==> config.mk <==
export PLATFORM = sky130hd
export DESIGN_NAME = lcc_line_ctrl
export DESIGN_NICKNAME = d
export VERILOG_FILES = /design/src/rtl/lcc_pkg.sv /design/src/rtl/lcc_dir.sv /design/src/rtl/lcc_ctrl.sv /design/src/rtl/lcc_line_ctrl.sv
export SDC_FILE = /design/constraint.sdc
export NUM_CORES = 1
export LEC_CHECK = 0
export BUFFER_PORTS_ARGS = -buffer_cell sky130_fd_sc_hd__buf_2
export CAP_MARGIN = 20
export CORE_AREA = 2 2 73 127
export CTS_CLUSTER_DIAMETER = 60
export DETAILED_ROUTE_END_ITERATION = 8
export DIE_AREA = 0 0 75 129
export GPL_TIMING_DRIVEN = 0
export HOLD_SLACK_MARGIN = 0.12
export PLACE_DENSITY = 0.48
export SYNTH_ARGS = -nofsm -noshare
export SYNTH_HDL_FRONTEND = slang
export SYNTH_SLANG_ARGS = --single-unit
export TNS_END_PERCENT = 5
==> constraint.sdc <==
create_clock -name clk -period 3.1 [get_ports clk]
set_clock_uncertainty 0.05 [all_clocks]
set_input_delay 0.155 -clock clk [delete_from_list [all_inputs] [get_ports clk]]
set_output_delay 0.155 -clock clk [all_outputs]
set_load 0.005 [all_outputs]
==> src/rtl/lcc_pkg.sv <==
package lcc_pkg;
  typedef enum logic [3:0] {
    EV_RD = 4'd0, EV_IRD = 4'd1, EV_XRD = 4'd2, EV_UPG = 4'd3,
    EV_WB = 4'd4, EV_EVICT = 4'd5, EV_MEMDATA = 4'd6, EV_MEMACK = 4'd7,
    EV_L1DATA = 4'd8, EV_L1ACK = 4'd9, EV_UNBLK = 4'd10, EV_XUNBLK = 4'd11
  } ev_e;

  typedef enum logic [3:0] {
    ST_NP = 4'd0, ST_SHARED = 4'd1, ST_MOD = 4'd2, ST_OWNED = 4'd3,
    ST_FETCH_ONE = 4'd4, ST_FETCH_MANY = 4'd5, ST_FETCH_EX = 4'd6,
    ST_WAIT_XUNB = 4'd7, ST_RD_BOTH = 4'd8, ST_RD_DATA = 4'd9,
    ST_RD_UNB = 4'd10, ST_EV_OWNER = 4'd11, ST_EV_ACKS = 4'd12,
    ST_EV_MEM = 4'd13
  } st_e;

  typedef enum logic [3:0] {
    MSG_FETCH = 4'd0, MSG_MEM_DATA = 4'd1, MSG_MEM_CLEAN = 4'd2,
    MSG_DATA_SH = 4'd3, MSG_DATA_EX = 4'd4, MSG_FWD_RD = 4'd5,
    MSG_FWD_EX = 4'd6, MSG_INV = 4'd7, MSG_WB_ACK = 4'd8, MSG_UPG_ACK = 4'd9
  } msg_e;

  typedef enum logic [2:0] {
    DST_NONE, DST_SRC, DST_READERS, DST_XID, DST_OWNER, DST_SHARERS
  } dst_e;

  typedef enum logic [1:0] {LAT_REQ, LAT_RSP, LAT_L1} lat_e;

  typedef struct packed {
    logic readersSet;
    logic readersAdd;
    logic sharersFromReaders;
    logic sharersAdd;
    logic sharersOnlySrc;
    logic sharersClear;
    logic xidSet;
    logic dirtyClr;
    logic dirtyMerge;
    logic pendLoad;
    logic pendDec;
    logic clearAll;
  } strobe_t;

  function automatic logic isTransient(st_e s);
    return !(s inside {ST_NP, ST_SHARED, ST_MOD, ST_OWNED});
  endfunction
endpackage

==> src/rtl/lcc_dir.sv <==
module lcc_dir
  import lcc_pkg::*;
#(
  parameter int N_L1 = 4,
  localparam int IDW = $clog2(N_L1),
  localparam int CW = $clog2(N_L1 + 1)
) (
  input  logic            clk,
  input  logic            rstN,
  input  strobe_t         strb,
  input  logic [IDW-1:0]  evSrc,
  input  logic            evDirty,
  input  dst_e            dstSel,
  input  logic            invOthers,
  output logic [N_L1-1:0] cmdDest,
  output logic [N_L1-1:0] cmdInvDest,
  output logic            srcIsSharer,
  output logic            srcIsOwner,
  output logic            pendingLast,
  output logic [N_L1-1:0] sharers,
  output logic [IDW-1:0]  owner,
  output logic            dirty
);
  localparam logic [N_L1-1:0] OneVec = 1;

  logic [N_L1-1:0] readers;
  logic [IDW-1:0]  xid;
  logic [CW-1:0]   pend;
  logic [N_L1-1:0] srcVec;

  assign srcVec = OneVec << evSrc;

  always_ff @(posedge clk) begin
    if (!rstN || strb.clearAll) begin
      sharers <= '0;
      readers <= '0;
      owner   <= '0;
      xid     <= '0;
      dirty   <= 1'b0;
      pend    <= '0;
    end else begin
      if (strb.readersSet) readers <= srcVec;
      else if (strb.readersAdd) readers <= readers | srcVec;

      if (strb.sharersFromReaders) sharers <= readers;
      else if (strb.sharersOnlySrc) sharers <= srcVec;
      else if (strb.sharersClear) sharers <= '0;
      else if (strb.sharersAdd) sharers <= sharers | srcVec;

      if (strb.sharersOnlySrc) owner <= evSrc;
      if (strb.xidSet) xid <= evSrc;

      if (strb.dirtyClr) dirty <= 1'b0;
      else if (strb.dirtyMerge) dirty <= dirty | evDirty;

      if (strb.pendLoad) pend <= CW'($countones(sharers));
      else if (strb.pendDec) pend <= pend - 1'b1;
    end
  end

  always_comb begin
    case (dstSel)
      DST_SRC:     cmdDest = srcVec;
      DST_READERS: cmdDest = readers;
      DST_XID:     cmdDest = OneVec << xid;
      DST_OWNER:   cmdDest = OneVec << owner;
      DST_SHARERS: cmdDest = sharers;
      default:     cmdDest = '0;
    endcase
  end

  assign cmdInvDest  = invOthers ? (sharers & ~srcVec) : '0;
  assign srcIsSharer = |(sharers & srcVec);
  assign srcIsOwner  = (owner == evSrc);
  assign pendingLast = (pend == CW'(1));
endmodule

==> src/rtl/lcc_ctrl.sv <==
module lcc_ctrl
  import lcc_pkg::*;
(
  input  logic       clk,
  input  logic       rstN,
  input  logic       evValid,
  input  logic [3:0] evType,
  input  logic       evDirty,
  input  logic       cmdReady,
  input  logic       srcIsSharer,
  input  logic       srcIsOwner,
  input  logic       pendingLast,
  input  logic       lineDirtyNow,
  output st_e        state,
  output logic       evPop,
  output logic       evStall,
  output logic       cmdValid,
  output msg_e       msgSel,
  output dst_e       dstSel,
  output logic       invOthers,
  output logic       cmdToMem,
  output logic       cmdDataSel,
  output lat_e       latSel,
  output logic       lineWe,
  output logic       wakeUp,
  output strobe_t    strb
);
  ev_e     ev;
  st_e     nxt;
  logic    stall, send, we;
  strobe_t s;
  logic    isReq;

  assign ev    = ev_e'(evType);
  assign isReq = ev inside {EV_RD, EV_IRD, EV_XRD, EV_UPG, EV_WB, EV_EVICT};

  always_comb begin
    nxt = state; stall = 1'b0; send = 1'b0; msgSel = MSG_FETCH;
    dstSel = DST_NONE; invOthers = 1'b0; latSel = LAT_L1; we = 1'b0; s = '0;
    case (state)
      ST_NP: case (ev)
        EV_RD, EV_IRD: begin
          send = 1'b1; latSel = LAT_REQ; s.readersSet = 1'b1; s.dirtyClr = 1'b1;
          nxt = (ev == EV_RD) ? ST_FETCH_ONE : ST_FETCH_MANY;
        end
        EV_XRD, EV_UPG: begin
          send = 1'b1; latSel = LAT_REQ; s.xidSet = 1'b1; s.dirtyClr = 1'b1;
          nxt = ST_FETCH_EX;
        end
        EV_WB: begin send = 1'b1; msgSel = MSG_WB_ACK; dstSel = DST_SRC; end
        default: ;
      endcase
      ST_FETCH_ONE, ST_FETCH_MANY: case (ev)
        EV_RD, EV_IRD: begin s.readersAdd = 1'b1; nxt = ST_FETCH_MANY; end
        EV_MEMDATA: begin
          send = 1'b1; we = 1'b1; s.dirtyClr = 1'b1; dstSel = DST_READERS;
          if (state == ST_FETCH_ONE) begin
            msgSel = MSG_DATA_EX; nxt = ST_WAIT_XUNB;
          end else begin
            msgSel = MSG_DATA_SH; s.sharersFromReaders = 1'b1; nxt = ST_SHARED;
          end
        end
        default: stall = isReq;
      endcase
      ST_FETCH_EX: case (ev)
        EV_MEMDATA: begin
          send = 1'b1; we = 1'b1; s.dirtyClr = 1'b1; msgSel = MSG_DATA_EX;
          dstSel = DST_XID; nxt = ST_WAIT_XUNB;
        end
        default: stall = isReq;
      endcase
      ST_SHARED: case (ev)
        EV_RD, EV_IRD: begin
          send = 1'b1; msgSel = MSG_DATA_SH; dstSel = DST_SRC; latSel = LAT_RSP;
          s.sharersAdd = 1'b1;
        end
        EV_XRD, EV_UPG: begin
          send = 1'b1; dstSel = DST_SRC; invOthers = 1'b1; nxt = ST_WAIT_XUNB;
          if (ev == EV_UPG && srcIsSharer) msgSel = MSG_UPG_ACK;
          else begin msgSel = MSG_DATA_EX; latSel = LAT_RSP; end
        end
        EV_WB: begin send = 1'b1; msgSel = MSG_WB_ACK; dstSel = DST_SRC; end
        EV_EVICT: begin
          send = 1'b1; msgSel = MSG_INV; dstSel = DST_SHARERS; s.pendLoad = 1'b1;
          nxt = ST_EV_ACKS;
        end
        default: ;
      endcase
      ST_MOD: case (ev)
        EV_RD, EV_XRD, EV_UPG: begin
          send = 1'b1; msgSel = MSG_DATA_EX; dstSel = DST_SRC; latSel = LAT_RSP;
          nxt = ST_WAIT_XUNB;
        end
        EV_IRD: begin
          send = 1'b1; msgSel = MSG_DATA_SH; dstSel = DST_SRC; latSel = LAT_RSP;
          s.sharersAdd = 1'b1; nxt = ST_SHARED;
        end
        EV_WB: begin send = 1'b1; msgSel = MSG_WB_ACK; dstSel = DST_SRC; end
        EV_EVICT: begin
          send = 1'b1; latSel = LAT_RSP; nxt = ST_EV_MEM;
          msgSel = lineDirtyNow ? MSG_MEM_DATA : MSG_MEM_CLEAN;
        end
        default: ;
      endcase
      ST_OWNED: case (ev)
        EV_RD, EV_IRD: begin
          send = 1'b1; msgSel = MSG_FWD_RD; dstSel = DST_OWNER; nxt = ST_RD_BOTH;
        end
        EV_XRD, EV_UPG: begin
          send = 1'b1; msgSel = MSG_FWD_EX; dstSel = DST_OWNER; nxt = ST_WAIT_XUNB;
        end
        EV_WB: begin
          send = 1'b1; msgSel = MSG_WB_ACK; dstSel = DST_SRC;
          if (srcIsOwner) begin
            s.sharersClear = 1'b1; s.dirtyMerge = 1'b1; we = evDirty; nxt = ST_MOD;
          end
        end
        EV_EVICT: begin
          send = 1'b1; msgSel = MSG_INV; dstSel = DST_OWNER; nxt = ST_EV_OWNER;
        end
        default: ;
      endcase
      ST_WAIT_XUNB: case (ev)
        EV_XUNBLK: begin s.sharersOnlySrc = 1'b1; nxt = ST_OWNED; end
        default: stall = isReq;
      endcase
      ST_RD_BOTH: case (ev)
        EV_UNBLK:  begin s.sharersAdd = 1'b1; nxt = ST_RD_DATA; end
        EV_L1DATA: begin we = 1'b1; s.dirtyMerge = 1'b1; nxt = ST_RD_UNB; end
        default: stall = isReq;
      endcase
      ST_RD_DATA: case (ev)
        EV_L1DATA: begin we = 1'b1; s.dirtyMerge = 1'b1; nxt = ST_SHARED; end
        default: stall = isReq;
      endcase
      ST_RD_UNB: case (ev)
        EV_UNBLK: begin s.sharersAdd = 1'b1; nxt = ST_SHARED; end
        default: stall = isReq;
      endcase
      ST_EV_OWNER: case (ev)
        EV_L1DATA: begin
          send = 1'b1; we = 1'b1; s.dirtyMerge = 1'b1; latSel = LAT_RSP;
          msgSel = (lineDirtyNow | evDirty) ? MSG_MEM_DATA : MSG_MEM_CLEAN;
          nxt = ST_EV_MEM;
        end
        default: stall = isReq;
      endcase
      ST_EV_ACKS: case (ev)
        EV_L1ACK: begin
          s.pendDec = 1'b1;
          if (pendingLast) begin
            send = 1'b1; latSel = LAT_RSP; nxt = ST_EV_MEM;
            msgSel = lineDirtyNow ? MSG_MEM_DATA : MSG_MEM_CLEAN;
          end
        end
        default: stall = isReq;
      endcase
      ST_EV_MEM: case (ev)
        EV_MEMACK: begin s.clearAll = 1'b1; nxt = ST_NP; end
        default: stall = isReq;
      endcase
      default: nxt = ST_NP;
    endcase
  end

  assign evStall    = evValid & stall;
  assign cmdValid   = evValid & send & ~stall;
  assign evPop      = evValid & ~stall & (~send | cmdReady);
  assign lineWe     = evPop & we;
  assign strb       = evPop ? s : '0;
  assign wakeUp     = evPop & isTransient(state) & ~isTransient(nxt);
  assign cmdToMem   = msgSel inside {MSG_FETCH, MSG_MEM_DATA, MSG_MEM_CLEAN};
  assign cmdDataSel = msgSel inside {MSG_MEM_DATA, MSG_DATA_SH, MSG_DATA_EX};

  always_ff @(posedge clk) begin
    if (!rstN) state <= ST_NP;
    else if (evPop) state <= nxt;
  end
endmodule

==> src/rtl/lcc_line_ctrl.sv <==
module lcc_line_ctrl
  import lcc_pkg::*;
#(
  parameter int N_L1 = 4,
  parameter int REQ_LAT = 2,
  parameter int RSP_LAT = 2,
  parameter int L1_LAT = 1,
  localparam int IDW = $clog2(N_L1),
  localparam int LatW = $clog2(REQ_LAT + RSP_LAT + L1_LAT + 1)
) (
  input  logic            clk,
  input  logic            rstN,
  input  logic            evValid,
  input  logic [3:0]      evType,
  input  logic [IDW-1:0]  evSrc,
  input  logic            evDirty,
  output logic            evPop,
  output logic            evStall,
  output logic            cmdValid,
  input  logic            cmdReady,
  output logic [3:0]      cmdType,
  output logic [N_L1-1:0] cmdDest,
  output logic [N_L1-1:0] cmdInvDest,
  output logic            cmdToMem,
  output logic            cmdDataSel,
  output logic [LatW-1:0] cmdLatency,
  output logic            lineWe,
  output logic            wakeUp,
  output logic [3:0]      lineState,
  output logic [N_L1-1:0] lineSharers,
  output logic [IDW-1:0]  lineOwner,
  output logic            lineDirty
);
  st_e     state;
  msg_e    msgSel;
  dst_e    dstSel;
  lat_e    latSel;
  strobe_t strb;
  logic    invOthers, srcIsSharer, srcIsOwner, pendingLast;

  lcc_ctrl uCtrl (
    .clk, .rstN, .evValid, .evType, .evDirty, .cmdReady,
    .srcIsSharer, .srcIsOwner, .pendingLast, .lineDirtyNow(lineDirty),
    .state, .evPop, .evStall, .cmdValid, .msgSel, .dstSel, .invOthers,
    .cmdToMem, .cmdDataSel, .latSel, .lineWe, .wakeUp, .strb
  );

  lcc_dir #(.N_L1(N_L1)) uDir (
    .clk, .rstN, .strb, .evSrc, .evDirty, .dstSel, .invOthers,
    .cmdDest, .cmdInvDest, .srcIsSharer, .srcIsOwner, .pendingLast,
    .sharers(lineSharers), .owner(lineOwner), .dirty(lineDirty)
  );

  always_comb begin
    case (latSel)
      LAT_REQ: cmdLatency = LatW'(REQ_LAT);
      LAT_RSP: cmdLatency = LatW'(RSP_LAT);
      default: cmdLatency = LatW'(L1_LAT);
    endcase
  end

  assign cmdType   = msgSel;
  assign lineState = state;
endmodule

==> results.py, run 1 <==
metrics = {
    "status": {
        "run_status": "complete, no violations",
    },
    "yosys": {
        "ys_async_sr_fraction_pct": 0,
        "synth_xor_area_share_pct": 1.04,
        "yosysSeqAreaShare_pct": 15.8,
        "synth_fp_nets": 363,
        "synth_cells": 346,
        "synthMuxAreaShare_pct": 3.71,
        "syn-cell-area_um2": 2530,
        "synth_enable_flop_cells": 0,
        "synth_top_family_by_area": "simple AND/OR/NAND/NOR gates",
        "synth_compound_area_share_pct": 31.3,
        "ys_seq_elements": 20,
        "syn_avg_cell_area_um2": 7.30,
        "ys_types": 78,
        "yosysWarnings": 0,
        "synth-main-ff-cell": "dfxtp_1",
        "synthSimpleGateAreaFrac_pct": 37.3,
        "synthAdderAreaFrac_pct": 3.27,
    },
    "critical_path": {
        "critPathKind": "reg -> out",
        "path_delay_family": "buffers and inverters",
        "cp_max_fo": 10,
        "crit_path_end_kind": "primary output",
        "path_buf_inv": 3,
        "critPathSlowestCell": "dfxtp_1",
        "cp-start-kind": "flip-flop",
        "cp.required_ns": 2.89,
        "crit_chain": "buf_2 -> buf_2 -> nor4bb_2 -> o21ai_2 -> mux2_2 -> a222oi_1 -> o21ai_0 -> buf_2",
        "crit_path_max_incr_delay_ns": 0.52,
        "cpMostUsedCell": "buf_2",
        "worstPathArrival_ns": 2.79,
    },
    "floorplan": {
        "dieArea_um2": 9680,
        "coreArea_um2": 8610,
        "rows": 45,
        "start_util_pct": 29.3,
        "pin_count": 44,
        "die_h_um": 129,
        "die_x_um": 75,
    },
    "placed_design": {
        "hpwl_um": 8020,
        "io_buffers": 39,
        "place_inst": 503,
        "gp_congestion": 1.07,
    },
    "power": {
        "leakage_nw": 1.20,
        "ir_worst_vdd_mv": 0.210,
        "p_per_area_nw_per_um2": 335,
    },
    "cells_and_area": {
        "final_net_count": 406,
        "n_antenna_cell": 0,
        "syn2layout_area_growth_pct": 18.5,
        "drive_above_1_share_pct": 21.4,
        "fillers": 937,
        "finalNonFillerCells": 505,
    },
    "clock_network": {
        "cts_tree": "done",
        "max-clock-path-buffers": 2,
        "clk_latency_ns": 0.26,
        "post_cts_buffers": 0,
        "cts_max_level": 1,
        "cts-root-buf": "clkbuf_16",
        "clk_pin_slew_ns": 0.06,
        "numCtsBuffers": 3,
        "clkSinkCount": 20,
    },
    "detailed_routing": {
        "ant_nets": 0,
        "viasPerCell": 5.94,
        "dr_total_vias": 3000,
        "drc": 0,
        "drt_wl_total_um": 10100,
        "routedWlPerCell_um": 20.0,
        "drt_iter0_drc": 395,
        "drt_first_pass_iters": 6,
    },
    "timing": {
        "fmaxAchievable_mhz": 334,
        "period_share_pct": 96.5,
        "slew_headroom_pct": 35.4,
        "report.final.slew_viol_count": 0,
        "rsz0062_at_grt": "true",
        "fin_crit_ns": 2.99,
        "tns_ns": 0,
        "hold_viol_final": 0,
        "worst_pin_slew_ns": 0.963,
        "setup_viol": 0,
    },
    "global_routing": {
        "grt_pass1_vias": 2951,
        "grt-ovfl-total": 0,
        "grt_first_pass_wirelength_um": 15900,
        "antenna_found_initial": 0,
        "grtUsageTotal_pct": 21.7,
        "grt_max_degree": 13,
    },
    "job": {
        "maxCapViolCount": 0,
    },
    "worst_hold_path": {
        "min_path_type": "in -> reg",
    },
}
-- synth_stat cells (all sizes together), types with 4 or more instances --
master | instances | share of area, %
nand2 | 30 | 4.5
o21ai | 26 | 5.1
nor2 | 23 | 3.4
dfxtp | 20 | 16
clkbuf | 18 | 2.7
a21oi | 15 | 3.4
nor3 | 15 | 3.2
buf | 13 | 2.8
inv | 13 | 1.9
nand2b | 13 | 3.2
nand3 | 9 | 1.8
nor2b | 9 | 2.2
a211oi | 6 | 1.8
and2 | 6 | 1.5
and3 | 6 | 1.5
mux2i | 6 | 2.4
or3 | 6 | 1.5
a31oi | 5 | 1.8
ha | 5 | 2.5
nand4 | 5 | 1.2
nand4b | 5 | 1.7
nor4bb | 5 | 2.0
a21o | 4 | 1.2
a222oi | 4 | 1.6
a31o | 4 | 1.4
nor4b | 4 | 1.6
or4b | 4 | 1.6
-- metal layers --
layer / routed length [µm] / part of all wire, % / GRT usage (%)
met5: 0 / 0 / 0
met2: 5010 / 50 / 36.9
met4: 925 / 9.2 / 16.7
met1: 3570 / 35 / 23.8
met3: 608 / 6.0 / 2.19
-- through the flow --
step | setup slack [ns] | power (mW) | hold WS, ns | area [µm²] | utilization, %
after floorplan | 0.834 | 0.522 | 0.319 | 2530 | -
after global placement | 0.147 | 0.637 | 0.440 | 2870 | 33.3
after detailed placement | 0.155 | 0.638 | 0.448 | 2870 | 33.4
after CTS | 0.00250 | 1.00 | 0.208 | 2980 | 34.6
after global routing | -0.0344 | 1.05 | 0.219 | 2990 | 34.8
final | 0.107 | 1.00 | 0.205 | 2990 | 34.8
-- placed cells by master (no fill, tap or decap), drive strengths merged, types with 4 or more instances in the layout --
master / Yosys / layout
a211oi: 6 / 6
nand2b: 13 / 13
clkbuf: 18 / 20
ha: 5 / 5
dfxtp: 20 / 20
nor4b: 4 / 4
a31o: 4 / 4
buf: 13 / 52
and2: 6 / 6
o21ai: 26 / 26
a31oi: 5 / 5
nor4bb: 5 / 5
nand3: 9 / 9
nand4: 5 / 5
nor3: 15 / 15
mux2i: 6 / 6
and3: 6 / 6
nor2b: 9 / 9
a222oi: 4 / 4
a21oi: 15 / 15
or3: 6 / 6
or4b: 4 / 4
nor2: 23 / 23
nand2: 30 / 30
nand4b: 5 / 5
inv: 13 / 13
a21o: 4 / 4
-- final timing paths --
| path | from | to | slack, ns | cells after the start |
|---|---|---|---|---|
| max | uCtrl.state[0]$_SDFFE_PN0P_ | cmdDest[1] | 0.11 | 8 |
| min | evDirty | uDir.dirty$_SDFFE_PP0P_ | 0.20 | 3 |
| max reg2reg | uCtrl.state[2]$_SDFFE_PN0P_ | uDir.sharers[0]$_SDFFE_PP0P_ | 0.43 | 6 |
| min reg2reg | uDir.readers[3]$_SDFFE_PP0P_ | uDir.readers[3]$_SDFFE_PP0P_ | 0.45 | 1 |
-- cells by family after synthesis --
logic type / Yosys count
compound gates: 104
other cells: 1
simple gates: 160
xor+xnor: 3
mux: 8
flops: 20
fa+ha+maj: 6
buf+inv: 44
-- area by class of cell --
cell class	instances	area, µm²	share of cell area [%]
multi-input combinational	282	1960	65.3
sequential	20	400	13.4
timing repair buffer	40	200	6.69
tap	117	146	4.89
buffer	29	138	4.60
clock buffer	3	75.1	2.51
inverter	13	48.8	1.63
clock inverter	1	30.0	1.00
-- timing repair --
| item | CTS | global route |
|---|---|---|
| gates cloned | 0 | 0 |
| gates resized for setup | 2 | 10 |
| endpoints found under the hold margin | 0 | 0 |
| hold buffers | 0 | 0 |
| endpoints found under the setup margin | 6 | 10 |
-- power breakdown --
group          internal, mW  switching [mW]
Sequential            0.265          0.0194
Combinational         0.129           0.230
Clock                 0.257           0.104
-- state kept, by name (all words and copies together) (netlist names) --
name / count
uDir.dirty: 1
uDir.xid: 2
uDir.owner: 2
uDir.sharers: 4
uDir.readers: 4
uCtrl.state: 4
uDir.pend: 3
-- worst min-delay path: cells and delay by family --
kind | cells | cell delay, ns
buf+inv | 1 | 0.12
compound gates | 2 | 0.19
Note: power is estimated with default switching activity, not from simulation.
==> run 2, diff against run 1 <==
--- a/config.mk
+++ b/config.mk
@@ -8,6 +8,7 @@
 export BUFFER_PORTS_ARGS = -buffer_cell sky130_fd_sc_hd__buf_2
 export CAP_MARGIN = 20
 export CORE_AREA = 2 2 73 127
+export CTS_BUF_LIST = sky130_fd_sc_hd__clkbuf_2
 export CTS_CLUSTER_DIAMETER = 60
 export DETAILED_ROUTE_END_ITERATION = 8
 export DIE_AREA = 0 0 75 129
==> results.py, run 2 (synthesis results as in run 1) <==
metrics = {
    "global_routing": {
        "grt_max_degree": 13,
        "grt-ovfl-total": 0,
        "grt_first_pass_wirelength_um": 15900,
        "grtUsageTotal_pct": 21.8,
        "antenna_found_initial": 1,
        "grt_pass1_vias": 2960,
    },
    "detailed_routing": {
        "ant_nets": 0,
        "drt_wl_total_um": 10200,
        "drt_first_pass_iters": 6,
        "drc": 0,
        "routedWlPerCell_um": 20.0,
        "dr_total_vias": 3059,
        "drt_iter0_drc": 403,
        "viasPerCell": 5.97,
    },
    "placed_design": {
        "hpwl_um": 8020,
        "gp_congestion": 1.07,
        "io_buffers": 39,
    },
    "floorplan": {
        "die_x_um": 75,
        "coreArea_um2": 8610,
        "rows": 45,
        "start_util_pct": 29.3,
        "pin_count": 44,
        "dieArea_um2": 9680,
        "die_h_um": 129,
    },
    "critical_path": {
        "cp-start-kind": "primary input",
        "worstPathArrival_ns": 2.83,
        "path_delay_family": "simple AND/OR/NAND/NOR gates",
        "cp.required_ns": 2.89,
        "crit_chain": "dlygate4sd3_1 -> clkbuf_4 -> mux4_2 -> o21ai_0 -> or3b_2 -> and4_1 -> nand4b_1 -> a21oi_1 -> buf_2",
        "critPathKind": "in -> out",
        "cp_max_fo": 10,
        "path_buf_inv": 3,
        "crit_path_max_incr_delay_ns": 0.60,
        "crit_path_end_kind": "primary output",
        "critPathSlowestCell": "mux4_2",
    },
    "clock_network": {
        "numCtsBuffers": 3,
        "max-clock-path-buffers": 2,
        "cts_tree": "done",
        "clkSinkCount": 20,
        "cts_max_level": 1,
        "clk_latency_ns": 0.37,
        "cts-root-buf": "clkbuf_2",
        "clk_pin_slew_ns": 0.22,
    },
    "timing": {
        "fmaxAchievable_mhz": 329,
        "hold_viol_final": 0,
        "period_share_pct": 97.9,
        "report.final.slew_viol_count": 0,
        "slew_headroom_pct": 34.1,
        "setup_viol": 0,
        "rsz0062_at_grt": "true",
        "tns_ns": 0,
        "worst_pin_slew_ns": 0.982,
        "fin_crit_ns": 3.04,
    },
    "cells_and_area": {
        "top_regs": "uCtrl.state x4, uDir.readers x4, uDir.sharers x4",
        "final_cell_mix": "47 x buf_2, 30 x nand2_1, 23 x nor2_1, 23 x o21ai_0, 17 x dfxtp_1",
        "drive_above_1_share_pct": 23.1,
        "layout_commonest_cell": "buf_2",
        "fillers": 942,
        "final_net_count": 412,
        "syn2layout_area_growth_pct": 19.8,
        "finish.utilization_pct": 35.1,
    },
    "job": {
        "maxCapViolCount": 0,
    },
    "worst_hold_path": {
        "min_path_type": "in -> reg",
    },
    "power": {
        "leakage_nw": 1.21,
        "ir_worst_vdd_mv": 0.166,
        "p_per_area_nw_per_um2": 286,
    },
    "status": {
        "run_status": "complete, no violations",
    },
}
==> run 2: changes by cell type in the layout (fill, tap and decap cells not counted), sizes merged <==
cell	delta
buf	+1
clkbuf	+2
diode	+1
dlygate4sd3	+3
==> run 2: stage by stage <==
stage	worst slack, ns	power, mW	instance area (µm²)	cells	hold WS (ns)
2_1_floorplan	0.834	0.522	2530	346	0.319
3_3_place_gp	0.147	0.637	2870	502	0.440
3_5_place_dp	0.155	0.638	2870	503	0.448
4_1_cts	-0.0283	0.859	2980	511	0.198
5_1_grt	-0.0882	0.912	3030	512	0.236
6_report	0.0646	0.866	3030	512	0.204
==> run 2: path summary, 6_finish.rpt <==
kind | from | endpoint | slack, ns | cells past startpoint
setup / recovery | evSrc[1] | cmdDataSel | 0.06 | 9
hold / removal | evSrc[0] | uDir.owner[0]$_SDFFE_PP0P_ | 0.20 | 3
setup reg to reg | uCtrl.state[3]$_SDFFE_PN0P_ | uDir.readers[0]$_SDFFE_PP0P_ | 0.50 | 8
hold reg to reg | uDir.readers[3]$_SDFFE_PP0P_ | uDir.readers[3]$_SDFFE_PP0P_ | 0.48 | 1
==> run 2: area by class of cell <==
cell class / count / area (µm²) / share of cell area [%]
multi-input cells: 282 / 1990 / 65.7
flip-flops and latches: 20 / 407 / 13.4
repair buffers: 45 / 245 / 8.10
well taps: 117 / 146 / 4.83
plain buffers: 30 / 145 / 4.79
inverters: 13 / 48.8 / 1.61
clock inverters: 1 / 30.0 / 0.992
clock buffers: 3 / 15.0 / 0.496
diodes: 1 / 2.50 / 0.0826
==> run 2: worst min-delay path, delay by kind of cell <==
| family | cells | cell delay, ns |
|---|---|---|
| buffers and inverters | 1 | 0.22 |
| muxes | 1 | 0.19 |
| and+or+nand+nor | 1 | 0.05 |
==> run 2: where the power goes <==
part	total (mW)	switching, mW	internal, mW
registers	0.283	0.0167	0.266
clock network	0.204	0.0928	0.111
logic	0.379	0.239	0.140
==> run 2: what timing repair did <==
| action | in CTS | in global routing |
|---|---|---|
| buffers inserted | 2 | 0 |
| endpoints found under the setup margin | 10 | 10 |
| hold buffers | 3 | 0 |
| gates resized for setup | 10 | 11 |
| hold endpoints to repair | 6 | 0 |
| pin swaps | 1 | 0 |
==> run 2: layer usage <==
layer | wire [µm] | part of all wire [%] | track usage [%] | up-vias
met5 | 0 | 0 | 0 | -
met4 | 876 | 8.5 | 15.5 | 0
met3 | 594 | 5.8 | 1.88 | 59
met2 | 5130 | 50 | 38.3 | 181
met1 | 3650 | 36 | 23.4 | 1405
li1 | - | - | - | 1414
==> run 3, diff against run 2 <==
--- a/config.mk
+++ b/config.mk
@@ -5,16 +5,17 @@
 export SDC_FILE = /design/constraint.sdc
 export NUM_CORES = 1
 export LEC_CHECK = 0
+export ABC_AREA = 1
 export BUFFER_PORTS_ARGS = -buffer_cell sky130_fd_sc_hd__buf_2
 export CAP_MARGIN = 20
-export CORE_AREA = 2 2 73 127
+export CORE_AREA = 2 2 69 120
 export CTS_BUF_LIST = sky130_fd_sc_hd__clkbuf_2
 export CTS_CLUSTER_DIAMETER = 60
 export DETAILED_ROUTE_END_ITERATION = 8
-export DIE_AREA = 0 0 75 129
+export DIE_AREA = 0 0 71 122
 export GPL_TIMING_DRIVEN = 0
 export HOLD_SLACK_MARGIN = 0.12
-export PLACE_DENSITY = 0.48
+export PLACE_DENSITY = 0.49
 export SYNTH_ARGS = -nofsm -noshare
 export SYNTH_HDL_FRONTEND = slang
 export SYNTH_SLANG_ARGS = --single-unit
==> results.py, run 3 <==
metrics = {
    "clock_network": {
        "cts_max_level": 1,
        "max-clock-path-buffers": 2,
        "clk_pin_slew_ns": 0.21,
        "numCtsBuffers": 3,
        "clk_latency_ns": 0.36,
        "cts-root-buf": "clkbuf_2",
        "cts_tree": "done",
        "clkSinkCount": 20,
    },
    "placed_design": {
        "io_buffers": 42,
        "place_inst": 530,
        "hpwl_um": 7820,
        "gp_congestion": 1.03,
    },
    "yosys": {
        "synthSimpleGateAreaFrac_pct": 38.8,
        "ys_seq_elements": 20,
        "synthMuxAreaShare_pct": 0.446,
        "syn_avg_cell_area_um2": 5.64,
        "synth_common_cells": "93 x nand2_1, 66 x inv_1, 53 x nor2_1, 36 x a21oi_1, 24 x o21ai_0",
        "synthAdderAreaFrac_pct": 3.68,
        "synth_top_family_by_area": "simple AND/OR/NAND/NOR gates",
        "yosysMostFrequentCell": "nand2_1",
        "yosysSeqAreaShare_pct": 17.8,
        "synth_compound_area_share_pct": 23.9,
        "syn-cell-area_um2": 2240,
        "synth_cells": 398,
        "synth_xor_area_share_pct": 1.17,
        "synthTopCellsByArea": "dfxtp_1 18%, nand2_1 16%, inv_1 11%",
        "synth-main-ff-cell": "dfxtp_1",
        "yosysWarnings": 0,
        "synth_enable_flop_cells": 0,
        "synth.top_cell.area_share_pct": 17.8,
        "ys_types": 39,
        "synth_fp_nets": 415,
        "ys_async_sr_fraction_pct": 0,
        "yosys.area.top_type": "dfxtp_1",
    },
    "timing": {
        "period_share_pct": 93.2,
        "fin_crit_ns": 2.89,
        "worst_pin_slew_ns": 0.639,
        "fmaxAchievable_mhz": 346,
        "hold_viol_final": 0,
        "slew_headroom_pct": 57.2,
        "tns_ns": 0,
        "setup_viol": 0,
        "report.final.slew_viol_count": 0,
        "rsz0062_at_grt": "false",
    },
    "floorplan": {
        "coreArea_um2": 7800,
        "start_util_pct": 28.8,
        "die_x_um": 71,
        "pin_count": 44,
        "rows": 43,
        "dieArea_um2": 8660,
        "die_h_um": 122,
    },
    "cells_and_area": {
        "top_regs": "uCtrl.state x4, uDir.readers x4, uDir.sharers x4",
        "final_net_count": 466,
        "finalNonFillerCells": 538,
        "layout_commonest_cell": "nand2_1",
        "n_antenna_cell": 0,
        "drive_above_1_share_pct": 19.0,
        "syn2layout_area_growth_pct": 17.3,
        "final_cell_mix": "93 x nand2_1, 66 x inv_1, 51 x nor2_1",
    },
    "detailed_routing": {
        "drt_first_pass_iters": 6,
        "drt_wl_total_um": 9340,
        "ant_nets": 0,
        "dr_total_vias": 2846,
        "viasPerCell": 5.29,
        "routedWlPerCell_um": 17.4,
        "drc": 0,
        "drt_iter0_drc": 239,
    },
    "global_routing": {
        "grt-ovfl-total": 0,
        "grt_pass1_vias": 2784,
        "grt_first_pass_wirelength_um": 14300,
        "grtUsageTotal_pct": 21.8,
        "grt_max_degree": 12,
        "antenna_found_initial": 0,
    },
    "power": {
        "ir_worst_vdd_mv": 0.202,
        "leakage_nw": 1.25,
        "p_per_area_nw_per_um2": 254,
    },
    "critical_path": {
        "crit_chain": "nor2_2 -> nand2_1 -> inv_1 -> nand2_1 -> o21ai_0 -> inv_1 -> a31oi_1 -> nand2_1 -> buf_2",
        "path_buf_inv": 3,
        "cp.required_ns": 2.89,
        "cp_max_fo": 7,
        "cp-start-kind": "flip-flop",
        "path_delay_family": "simple AND/OR/NAND/NOR gates",
        "critPathKind": "reg -> out",
        "cpMostUsedCell": "nand2_1",
        "worstPathArrival_ns": 2.69,
        "critPathSlowestCell": "dfxtp_1",
        "crit_path_end_kind": "primary output",
        "crit_path_max_incr_delay_ns": 0.40,
    },
    "job": {
        "maxCapViolCount": 0,
    },
    "worst_hold_path": {
        "min_path_type": "in -> reg",
    },
    "status": {
        "run_status": "complete, no violations",
    },
}
-- run 3: cell types whose count changed after synthesis, moves of 9 or more --
cell       previous run  this run
clkbuf_1             18         0
nand2b_1             13         0
nor2_2                0        10
inv_1                13        66
o2111ai_1             1        10
a21oi_1              14        36
nand2_1              30        93
nor2b_1               9         0
nor2_1               23        53
-- run 3: timing repair --
action,4_1_cts,5_1_grt
endpoints found under the setup margin,1,3
hold buffers,4,0
buffers inserted,0,0
endpoints found under the hold margin,11,0
pin swaps,0,0
resized for setup,1,3
-- run 3: logic make-up (layout without fill, tap and decap cells) --
family	count (synthesis)	after routing
AO/OA/AOI/OAI	91	91
XOR/XNOR	3	3
adder cells (fa/ha/maj)	6	6
buffers and inverters	79	129
flip-flops	20	20
multiplexers	1	1
other	1	1
AND/OR/NAND/NOR	197	197
-- run 3: cell type report --
class / instances / area, µm²
timing repair buffer: 46 / 250
multi-input combinational: 299 / 1540
clock buffer: 3 / 15.0
buffer: 4 / 31.3
clock inverter: 1 / 3.75
inverter: 75 / 282
fill: 880 / 5170
tap: 90 / 113
sequential: 20 / 403
-- run 3: per-layer routing --
layer	share of wire, %	vias up	GRT usage [%]	wire, µm
met5	0	-	0	0
met4	8.4	0	17.8	782
met3	3.4	44	1.49	320
met2	53	112	41.3	4950
met1	35	1282	20.8	3280
li1	-	1408	-	-
-- run 3: final timing paths --
check | start | to | slack, ns | depth (start not counted)
worst max register to register | uCtrl.state[3]$_SDFFE_PN0P_ | uDir.sharers[1]$_SDFFE_PP0P_ | 0.64 | 14
worst min-delay path | evValid | uDir.owner[0]$_SDFFE_PP0P_ | 0.27 | 5
worst max-delay path | uCtrl.state[3]$_SDFFE_PN0P_ | cmdDest[0] | 0.21 | 9
worst min register to register | uDir.readers[1]$_SDFFE_PP0P_ | uDir.readers[1]$_SDFFE_PP0P_ | 0.43 | 2
-- run 3: report_power, final --
group	internal [mW]	switching [mW]	leakage (nW)
registers	0.266	0.0131	0.163
logic	0.0815	0.189	1.08
clock network	0.0279	0.0925	0.0140
total	0.375	0.294	1.25
-- run 3: metrics by stage --
stage	hold slack [ns]	setup slack (ns)	instance area (µm²)	power (mW)	util [%]
global route	0.296	0.0345	2630	0.708	33.7
CTS	0.238	0.0501	2630	0.677	33.7
global placement	0.395	0.361	2570	0.548	32.9
detailed placement	0.402	0.413	2570	0.546	32.9
finish	0.270	0.209	2630	0.670	33.7
floorplan	0.237	1.20	2240	0.448	-
-- run 3: tightest hold or removal path, delay by kind of cell --
kind	cells	cell delay, ns
AO/OA/AOI/OAI	1	0.05
AND/OR/NAND/NOR	3	0.33
buffers and inverters	1	0.13
